===== config.mk =====
export PLATFORM = sky130hd
export DESIGN_NAME = dma_chan_regs
export DESIGN_NICKNAME = d
export VERILOG_FILES = /design/src/rtl/dma_csr_pkg.sv /design/src/rtl/dma_csr_decode.sv /design/src/rtl/dma_csr_desc.sv /design/src/rtl/dma_csr_status.sv /design/src/rtl/dma_chan_regs.sv
export SDC_FILE = /design/constraint.sdc
export NUM_CORES = 1
export LEC_CHECK = 0
export ABC_AREA = 1
export CORE_UTILIZATION = 50
export DETAILED_ROUTE_END_ITERATION = 10
export HOLD_SLACK_MARGIN = 0.03
export PLACE_DENSITY = 0.8
export SLEW_MARGIN = 30
export SYNTH_ARGS = -nofsm -noshare
export SYNTH_HDL_FRONTEND = slang
export SYNTH_SLANG_ARGS = --single-unit

===== constraint.sdc =====
create_clock -name clk -period 3.2 [get_ports clk]
set_clock_uncertainty 0.2 [all_clocks]
set_input_delay 0.64 -clock clk [delete_from_list [all_inputs] [get_ports clk]]
set_output_delay 0.64 -clock clk [all_outputs]
set_load 0.02 [all_outputs]

===== src/rtl/dma_csr_pkg.sv =====
package dma_csr_pkg;

    localparam int WORD_W   = 32;
    localparam int NUM_DESC = 6;
    localparam int DIDX_W   = $clog2(NUM_DESC);
    localparam int LINK_IDX = NUM_DESC - 1;

    // status word bit positions (software depends on them)
    localparam int B_ACTIVE = 0;
    localparam int B_END    = 1;
    localparam int B_INTR   = 2;
    localparam int B_PAUSED = 4;
    localparam int B_HELD   = 5;
    localparam int B_ERROR  = 8;
    localparam int B_ABORT  = 30;
    localparam int B_RESET  = 31;

    localparam logic [WORD_W-1:0] RW_MASK = 32'h30FF_0001;

    // word indices inside the window
    localparam int W_STATUS = 0;
    localparam int W_CBADDR = 1;
    localparam int W_DESC0  = 2;
    localparam int W_DEBUG  = W_DESC0 + NUM_DESC;

    typedef enum logic [2:0] {
        SEL_NONE,
        SEL_STATUS,
        SEL_CBADDR,
        SEL_DESC,
        SEL_DEBUG
    } reg_sel_e;

    typedef struct packed {
        logic blk_end;
        logic blk_irq;
        logic chain_done;
    } eng_evt_t;

    // applies one status write: reset first, then clears, then masked replace
    function automatic logic [WORD_W-1:0] status_after_write(
        input logic [WORD_W-1:0] cur,
        input logic [WORD_W-1:0] wd
    );
        logic [WORD_W-1:0] r;
        r = cur;
        if (wd[B_RESET]) r = '0;
        if (wd[B_END])   r[B_END]  = 1'b0;
        if (wd[B_INTR])  r[B_INTR] = 1'b0;
        r = (r & ~RW_MASK) | (wd & RW_MASK);
        return r;
    endfunction

endpackage


===== src/rtl/dma_csr_decode.sv =====
module dma_csr_decode
    import dma_csr_pkg::*;
#(
    parameter int AW = 8
) (
    input  logic [AW-1:0]     addr,
    output reg_sel_e          sel,
    output logic [DIDX_W-1:0] desc_idx
);
    localparam int WA_W = AW - 2;

    logic [WA_W-1:0] word;
    logic            aligned;

    assign word    = addr[AW-1:2];
    assign aligned = (addr[1:0] == 2'b00);

    always_comb begin
        sel      = SEL_NONE;
        desc_idx = '0;
        if (aligned) begin
            if (word == WA_W'(W_STATUS)) begin
                sel = SEL_STATUS;
            end else if (word == WA_W'(W_CBADDR)) begin
                sel = SEL_CBADDR;
            end else if (word >= WA_W'(W_DESC0) && word < WA_W'(W_DEBUG)) begin
                sel      = SEL_DESC;
                desc_idx = DIDX_W'(word - WA_W'(W_DESC0));
            end else if (word == WA_W'(W_DEBUG)) begin
                sel = SEL_DEBUG;
            end
        end
    end

endmodule


===== src/rtl/dma_csr_desc.sv =====
module dma_csr_desc
    import dma_csr_pkg::*;
(
    input  logic                       clk,
    input  logic                       rst,
    input  logic                       load,
    input  logic [NUM_DESC*WORD_W-1:0] words_in,
    output logic [WORD_W-1:0]          words_q [NUM_DESC]
);

    for (genvar k = 0; k < NUM_DESC; k++) begin : g_word
        always_ff @(posedge clk) begin
            if (rst) begin
                words_q[k] <= '0;
            end else if (load) begin
                words_q[k] <= words_in[k*WORD_W +: WORD_W];
            end
        end

        // a copy only moves when the engine loads a descriptor
        assert_desc_hold_R9: assert property (@(posedge clk) disable iff (rst)
            !$past(load) |-> $stable(words_q[k]));
    end

endmodule


===== src/rtl/dma_csr_status.sv =====
module dma_csr_status
    import dma_csr_pkg::*;
(
    input  logic              clk,
    input  logic              rst,
    input  logic              wr_status,
    input  logic              wr_cbaddr,
    input  logic [WORD_W-1:0] wdata,
    input  eng_evt_t          evt,
    input  logic [WORD_W-1:0] link_ptr,
    output logic [WORD_W-1:0] status_q,
    output logic [WORD_W-1:0] cbaddr_q,
    output logic              start_q,
    output logic              ack_q,
    output logic              irq
);

    logic [WORD_W-1:0] status_n;
    logic [WORD_W-1:0] cbaddr_n;
    logic              start_n;
    logic              ack_n;

    always_comb begin
        status_n = status_q;
        cbaddr_n = cbaddr_q;
        start_n  = 1'b0;
        ack_n    = 1'b0;

        if (wr_status) begin
            status_n = status_after_write(status_q, wdata);
            if (wdata[B_RESET]) cbaddr_n = '0;
            start_n  = !status_q[B_ACTIVE] && wdata[B_ACTIVE];
            ack_n    = wdata[B_INTR];
        end else if (wr_cbaddr) begin
            cbaddr_n = wdata;
        end

        // engine events are applied last so they win a collision
        if (evt.blk_end) begin
            status_n[B_END] = 1'b1;
            if (evt.blk_irq) status_n[B_INTR] = 1'b1;
            cbaddr_n = link_ptr;
        end
        if (evt.chain_done) begin
            status_n[B_ACTIVE] = 1'b0;
            status_n[B_PAUSED] = 1'b1;
        end
    end

    always_ff @(posedge clk) begin
        if (rst) begin
            status_q <= '0;
            cbaddr_q <= '0;
            start_q  <= 1'b0;
            ack_q    <= 1'b0;
        end else begin
            status_q <= status_n;
            cbaddr_q <= cbaddr_n;
            start_q  <= start_n;
            ack_q    <= ack_n;
        end
    end

    assign irq = status_q[B_INTR];

    assert_start_edge_R6: assert property (@(posedge clk) disable iff (rst)
        start_q |-> !$past(status_q[B_ACTIVE]));

    assert_irq_drop_R3: assert property (@(posedge clk) disable iff (rst)
        $fell(irq) |-> $past(wr_status && (wdata[B_INTR] || wdata[B_RESET])));

    assert_end_set_R7: assert property (@(posedge clk) disable iff (rst)
        $past(evt.blk_end) |-> status_q[B_END]);

    assert_paused_R8: assert property (@(posedge clk) disable iff (rst)
        $past(evt.chain_done) |-> (status_q[B_PAUSED] && !status_q[B_ACTIVE]));

endmodule


===== src/rtl/dma_chan_regs.sv =====
module dma_chan_regs
    import dma_csr_pkg::*;
#(
    parameter int AW = 8
) (
    input  logic                       clk,
    input  logic                       rst,
    input  logic                       bus_wr_en,
    input  logic                       bus_rd_en,
    input  logic [AW-1:0]              bus_addr,
    input  logic [WORD_W-1:0]          bus_wdata,
    output logic [WORD_W-1:0]          bus_rdata,
    input  logic                       desc_load,
    input  logic [NUM_DESC*WORD_W-1:0] desc_words,
    input  logic                       eng_blk_end,
    input  logic                       eng_blk_irq,
    input  logic                       eng_chain_done,
    output logic [WORD_W-1:0]          cb_addr_o,
    output logic                       start_pulse,
    output logic                       irq_ack,
    output logic                       chan_irq
);

    reg_sel_e          sel;
    logic [DIDX_W-1:0] desc_idx;
    logic [WORD_W-1:0] desc_q [NUM_DESC];
    logic [WORD_W-1:0] status_q;
    logic [WORD_W-1:0] cbaddr_q;
    logic [WORD_W-1:0] debug_q;
    eng_evt_t          evt;

    assign evt = '{blk_end: eng_blk_end, blk_irq: eng_blk_irq, chain_done: eng_chain_done};

    dma_csr_decode #(.AW(AW)) u_dec (
        .addr     (bus_addr),
        .sel      (sel),
        .desc_idx (desc_idx)
    );

    dma_csr_desc u_desc (
        .clk      (clk),
        .rst      (rst),
        .load     (desc_load),
        .words_in (desc_words),
        .words_q  (desc_q)
    );

    dma_csr_status u_stat (
        .clk       (clk),
        .rst       (rst),
        .wr_status (bus_wr_en && sel == SEL_STATUS),
        .wr_cbaddr (bus_wr_en && sel == SEL_CBADDR),
        .wdata     (bus_wdata),
        .evt       (evt),
        .link_ptr  (desc_q[LINK_IDX]),
        .status_q  (status_q),
        .cbaddr_q  (cbaddr_q),
        .start_q   (start_pulse),
        .ack_q     (irq_ack),
        .irq       (chan_irq)
    );

    always_ff @(posedge clk) begin
        if (rst) begin
            debug_q <= '0;
        end else if (bus_wr_en && sel == SEL_DEBUG) begin
            debug_q <= bus_wdata;
        end
    end

    always_comb begin
        bus_rdata = '0;
        if (bus_rd_en) begin
            unique case (sel)
                SEL_STATUS: bus_rdata = status_q;
                SEL_CBADDR: bus_rdata = cbaddr_q;
                SEL_DESC:   bus_rdata = (int'(desc_idx) < NUM_DESC) ? desc_q[desc_idx] : '0;
                SEL_DEBUG:  bus_rdata = debug_q;
                default:    bus_rdata = '0;
            endcase
        end
    end

    assign cb_addr_o = cbaddr_q;

endmodule


; ---- After elaboration in Yosys (flattened, before gate mapping)
; Cells that the tools add are included.
; Widths: inputs -> output; s select.
[op_classes]
eq_ne = 7
mux = 29
n_lt_le_gt_ge = 4
n_reduce_logical = 14
add_sub_neg = 1
bitwise = 3
[op_table]
columns = op, count
row1 = $mux 32, 10
row2 = $pmux 32 s4, 1
row3 = $bmux 32 s3, 1
row4 = $or 32x30->32, 1
row5 = $mux 3, 9
row6 = $eq 3x2->1 const B, 2
row7 = $eq 6x1->1 const B, 1
row8 = $eq 6x4->1 const B, 1
row9 = $ge 6x2->1 const B, 1
row10 = $logic_not 6->1, 1
row11 = $lt 6x4->1 const B, 1
row12 = $mux 1, 6
row13 = $logic_and 1x1->1, 5
row14 = $mux 5, 1
row15 = $ge 4x4->1 const B, 1
row16 = $not 3->4, 1
row17 = $reduce_bool 2->1, 2
row18 = $reduce_or 2->1, 2
row19 = $eq 3x1->1 const B, 1
row20 = $eq 3x3->1 const B, 1
row21 = $lt 3x3->1 const B, 1
row22 = $ne 3x3->1 const B, 1
row23 = $reduce_bool 3->1, 1
row24 = $sub 3x2->3 const B, 1
row25 = 5 further kinds, 5
[totals]
out_inout_bits = 67
in_bits = 240
word_cells = 73
reg_bits = 290

; ---- Longest topological paths before layout
[depth]
word_depth = 15
mapped_depth = 14
depth_no_buf = 13

; ---- Hierarchy
; A second synthesis with hierarchy kept.
[hier_totals]
hier_cells = 2486
area_unflattened_um2 = 15557.4
[modules_own_cells]
columns = mod, area_each_um2, seq_area_each_um2, n_inst, cells_each
row1 = dma_csr_desc, 8481.9, 3843.7, 1, 1217
row2 = dma_chan_regs, 4490.6, 640.6, 1, 849
row3 = dma_csr_status, 2444.8, 960.9, 1, 398
row4 = dma_csr_decode, 140.1, 0.0, 1, 22

; ---- Worst setup path after synthesis
; Ideal clock, no wire load.
[synth_path]
path_kind = input -> output
startpoint = input port bus_addr[4]
endpoint = output port bus_rdata[10]
arrival_time_ns = 2.146
path_buffers = 2
stages = 11
setup_slack_ns = 0.214
required_time_ns = 2.360
cell_sequence = inv_1 ha_1 nand2_1 nand3_1 nand3_2 buf_4 clkbuf_1 a21oi_1 nor2_1 nand2_1 a21oi_1
[synth_via]
elab_chain_len = 13
word_cells_on_any_way = 28
classes_between = add/sub (1) / order compare (3) / eq/ne (6) / mux (15) / bitwise (1) / reduce/logical (2)
[synth_rtl]
columns = item, line
row1 = "start, declared", dma_chan_regs.sv:10  ; input logic [AW-1:0] bus_addr,
row2 = $ge 6x2->1 / $lt 6x4->1 (equally long branches), dma_csr_decode.sv:26  ; end else if (word >= WA_W'(W_DESC0) && word < WA_W'(W_DEBUG)) begin
row3 = $logic_and 1x1->1, dma_csr_decode.sv:26
row4 = $mux 3, dma_csr_decode.sv:26
row5 = $mux 3, dma_csr_decode.sv:24  ; end else if (word == WA_W'(W_CBADDR)) begin
row6 = $mux 3, dma_csr_decode.sv:22  ; if (word == WA_W'(W_STATUS)) begin
row7 = $mux 3, dma_csr_decode.sv:21  ; if (aligned) begin
row8 = $not 3->4 (not written as such), dma_chan_regs.sv:77  ; SEL_DESC: bus_rdata = (int'(desc_idx) < NUM_DESC) ? desc_q[desc_idx] : '0;
row9 = $bmux 32 s3, dma_chan_regs.sv:77
row10 = $mux 32 (not written as such) (2 in a row), dma_chan_regs.sv:77
row11 = $mux 32, dma_chan_regs.sv:77
row12 = $pmux 32 s4 *, dma_chan_regs.sv:74  ; unique case (sel)
row13 = $mux 32 *, dma_chan_regs.sv:73  ; if (bus_rd_en) begin
row14 = "end, declared", dma_chan_regs.sv:12  ; output logic [WORD_W-1:0] bus_rdata,
; Mark *: on every way between the ends. The rest lies on a longest branch, timed or not. The select of a mux whose other input is x is not followed.

; ---- Final worst setup path
[layout_path]
startpoint = input port bus_addr[4]
endpoint = output port bus_rdata[31]
; The elaborated chain is that of the path after synthesis.

==> run summary <==
outcome: complete, but fails checks
failing checks: setup timing
hpwl dp: 33700 um
Tot GR Track Use: 0.360
maximum vdd drop: 0.428 mV
Leak: 8.05 nW
yosys warns: 0
Die Footprint: 26700 um2
kind of critical path: in2out
Setup WS pre-CTS: -1120 ps
RSZ-0062 raised after global routing: yes
fin nets: 2554
final worst setup slack: -109 ps
worst reg-to-reg path cell count: 4
max_cap viols: 0
Synth Instances: 2001
crit path max fanout: 4
Pwr Density: 470 nW/um2
CTS tree: yes
Antenna Nets Post-Route: 0
final std cells w/o fill: 2669
CP startpoint kind: primary input
vias in the first global route: 14.1k
synth-to-layout area growth: 44.8%
Hold Slack: 227 ps
most common flop cell mapped by yosys: dfxtp_1
antenna violations before repair: 2
clk sink count: 272
Pre-antenna DRT Iters: 6
Row Count: 58
HP Class: reg2reg
Routed WL per cell: 18.6 um
reg-to-reg critical path endpoint: u_stat.cbaddr_q[12]
worst hold path stage count: 1
final hold violations: 0
DR iter-0 viols: 1938
origin of the critical flop-to-flop path: u_desc.words_q[12]
fraction of registers with async set/reset: 0
Worst Min Path Start: u_stat.status_q[0]
via count: 14.9k
fin crit period: 3310 ps
Cells after DPL: 2579
global route total overflow: 0
Die W: 163 um
starting density of the core: 0.513
Slew Limit Fails: 0
# port buffers: 306
register area share after synthesis: 0.419
TNS Setup: -497 ps
Max clock buf depth: 3
Worst-Skew Late Latency: 560 ps
boundary pin count: 307
Die Y: 163 um
Mapped Nets: 2242
worst endpoint required time: 2360 ps
Final Core Density: 0.743
CP endpoint kind: primary output
core area: 25300 um2
#FFs+latches synth: 272
RePlAce Congestion: 0.969
cell area after synthesis: 13000 um2
Slew @ Worst Pin: 907 ps
first-pass GRT wire length: 75000 um
H-tree level count: 1
crit share post-route: 1.03
post-synthesis area per instance: 6.50 um2
share of cells above drive strength 1: 0.158
Post-synth EDFFs: 0
Reg clk slew, reported paths: 60 ps
final wirelength: 49500 um
Worst Path Arrival: 2470 ps
largest net degree at the start of global routing: 102
Avg Vias per Cell: 5.59
DRC viols: 0
Max Clk Rate: 302 MHz
Slew HR: 0.395
Worst R2R Setup Slack: 2150 ps
Hold Crit Endpoint: u_stat.start_q
Yosys cell types: 33
fillers: 2018
CTS buffer count: 29
Setup-failing EPs final: 11
CTS root buffer: clkbuf_16
-- cells in the mapped netlist, drive strengths merged (3+ instances only) --
master | n | share of area
nor2 | 405 | 0.12
nand3 | 101 | 0.040
buf | 52 | 0.021
o21ai | 300 | 0.12
clkbuf | 91 | 0.026
a21oi | 159 | 0.062
a22oi | 9 | 0.0052
nor3 | 3 | 0.0015
dfxtp | 272 | 0.42
inv | 160 | 0.046
clkinv | 3 | 0.00087
nand3b | 17 | 0.0098
nand4 | 29 | 0.014
nand2 | 394 | 0.12
-- per-layer routing --
layer	GRT usage	vias to the layer above	part of all wire
met5	0	-	0
met4	0.181	0	0.046
met3	0.0498	146	0.091
met2	0.585	842	0.46
met1	0.467	6855	0.40
li1	-	7066	-
-- worst max path at each step --
stage	from	endpoint	slack, ps	depth (start not counted)
finish	bus_addr[4]	bus_rdata[31]	-110	16
global route	bus_addr[4]	bus_rdata[31]	-150	16
CTS	bus_addr[4]	bus_rdata[31]	-10	15
detailed placement	bus_addr[3]	bus_rdata[5]	-1120	13
global placement	bus_addr[3]	bus_rdata[5]	-1100	13
floorplan	bus_addr[4]	bus_rdata[10]	210	11
-- critical path, stage by stage --
cell and delay [ps]:
buf_8 110, buf_6 110, nor2_4 140, nand3_4 140
buf_12 160, buf_12 120, nand3_4 110, buf_6 120
buf_6 90, nor2_2 30, nor2_1 100, o21ai_1 80
nand2_1 60, nand2_1 60, a21oi_2 220, buf_4 180
-- repair_timing --
| item | 4_1_cts | 5_1_grt |
|---|---|---|
| gates cloned | 5 | 3 |
| gates resized for setup | 321 | 123 |
| setup buffers | 25 | 7 |
| hold buffers | 0 | 0 |
| endpoints found under the setup margin | 32 | 32 |
| pin swaps | 35 | 47 |
-- stage by stage --
stage | instance area, um2 | total power [mW]
global route | 18800 | 9.13
floorplan | 13000 | 4.35
finish | 18800 | 8.85
global placement | 16700 | 4.98
CTS | 18400 | 8.79
detailed placement | 16700 | 5.00
-- final cells by class --
cell class | count | area (um2) | area share
Antenna cell | 3 | 7.51 | 0.000399
Clock buffer | 34 | 764 | 0.0406
Clock inverter | 20 | 312 | 0.0165
Inverter | 163 | 668 | 0.0355
Multi-Input combinational cell | 1424 | 6900 | 0.367
Sequential cell | 272 | 5450 | 0.289
Tap cell | 330 | 413 | 0.0219
Timing Repair Buffer | 422 | 4310 | 0.229
Timing Repair inverter | 1 | 8.76 | 0.000465
-- state kept, by name (all words and copies together) (netlist names) --
| name | cells |
|---|---|
| u_desc.words_q | 192 |
| u_stat.start_q | 1 |
| u_stat.cbaddr_q | 32 |
| u_stat.ack_q | 1 |
| u_stat.status_q | 14 |
| debug_q | 32 |
-- placed cells by master (no fill, tap or decap), types with 48 or more instances in the layout --
| cell | netlist | final |
|---|---|---|
| nor2_1 | 399 | 380 |
| nand2_1 | 388 | 355 |
| dfxtp_1 | 272 | 272 |
| clkdlybuf4s50_1 | 0 | 265 |
| o21ai_0 | 275 | 238 |
| inv_1 | 145 | 142 |
| a21oi_1 | 158 | 119 |
| buf_4 | 4 | 90 |
| nand3_1 | 99 | 85 |
| o21ai_1 | 24 | 48 |
-- power by group --
part,switching [mW],internal [mW],leakage [nW],total [mW]
clock,1.44,2.35,0.525,3.79
sequential,0.117,3.59,2.25,3.71
combinational,0.737,0.615,5.27,1.35
total,2.29,6.56,8.05,8.85
-- kinds of logic after synthesis --
logic type | synth area share
buf+inv | 0.0944
simple gates | 0.302
fa+ha+maj | 0.000962
flops | 0.419
compound gates | 0.184
Note: power is estimated with default switching activity, not from simulation.
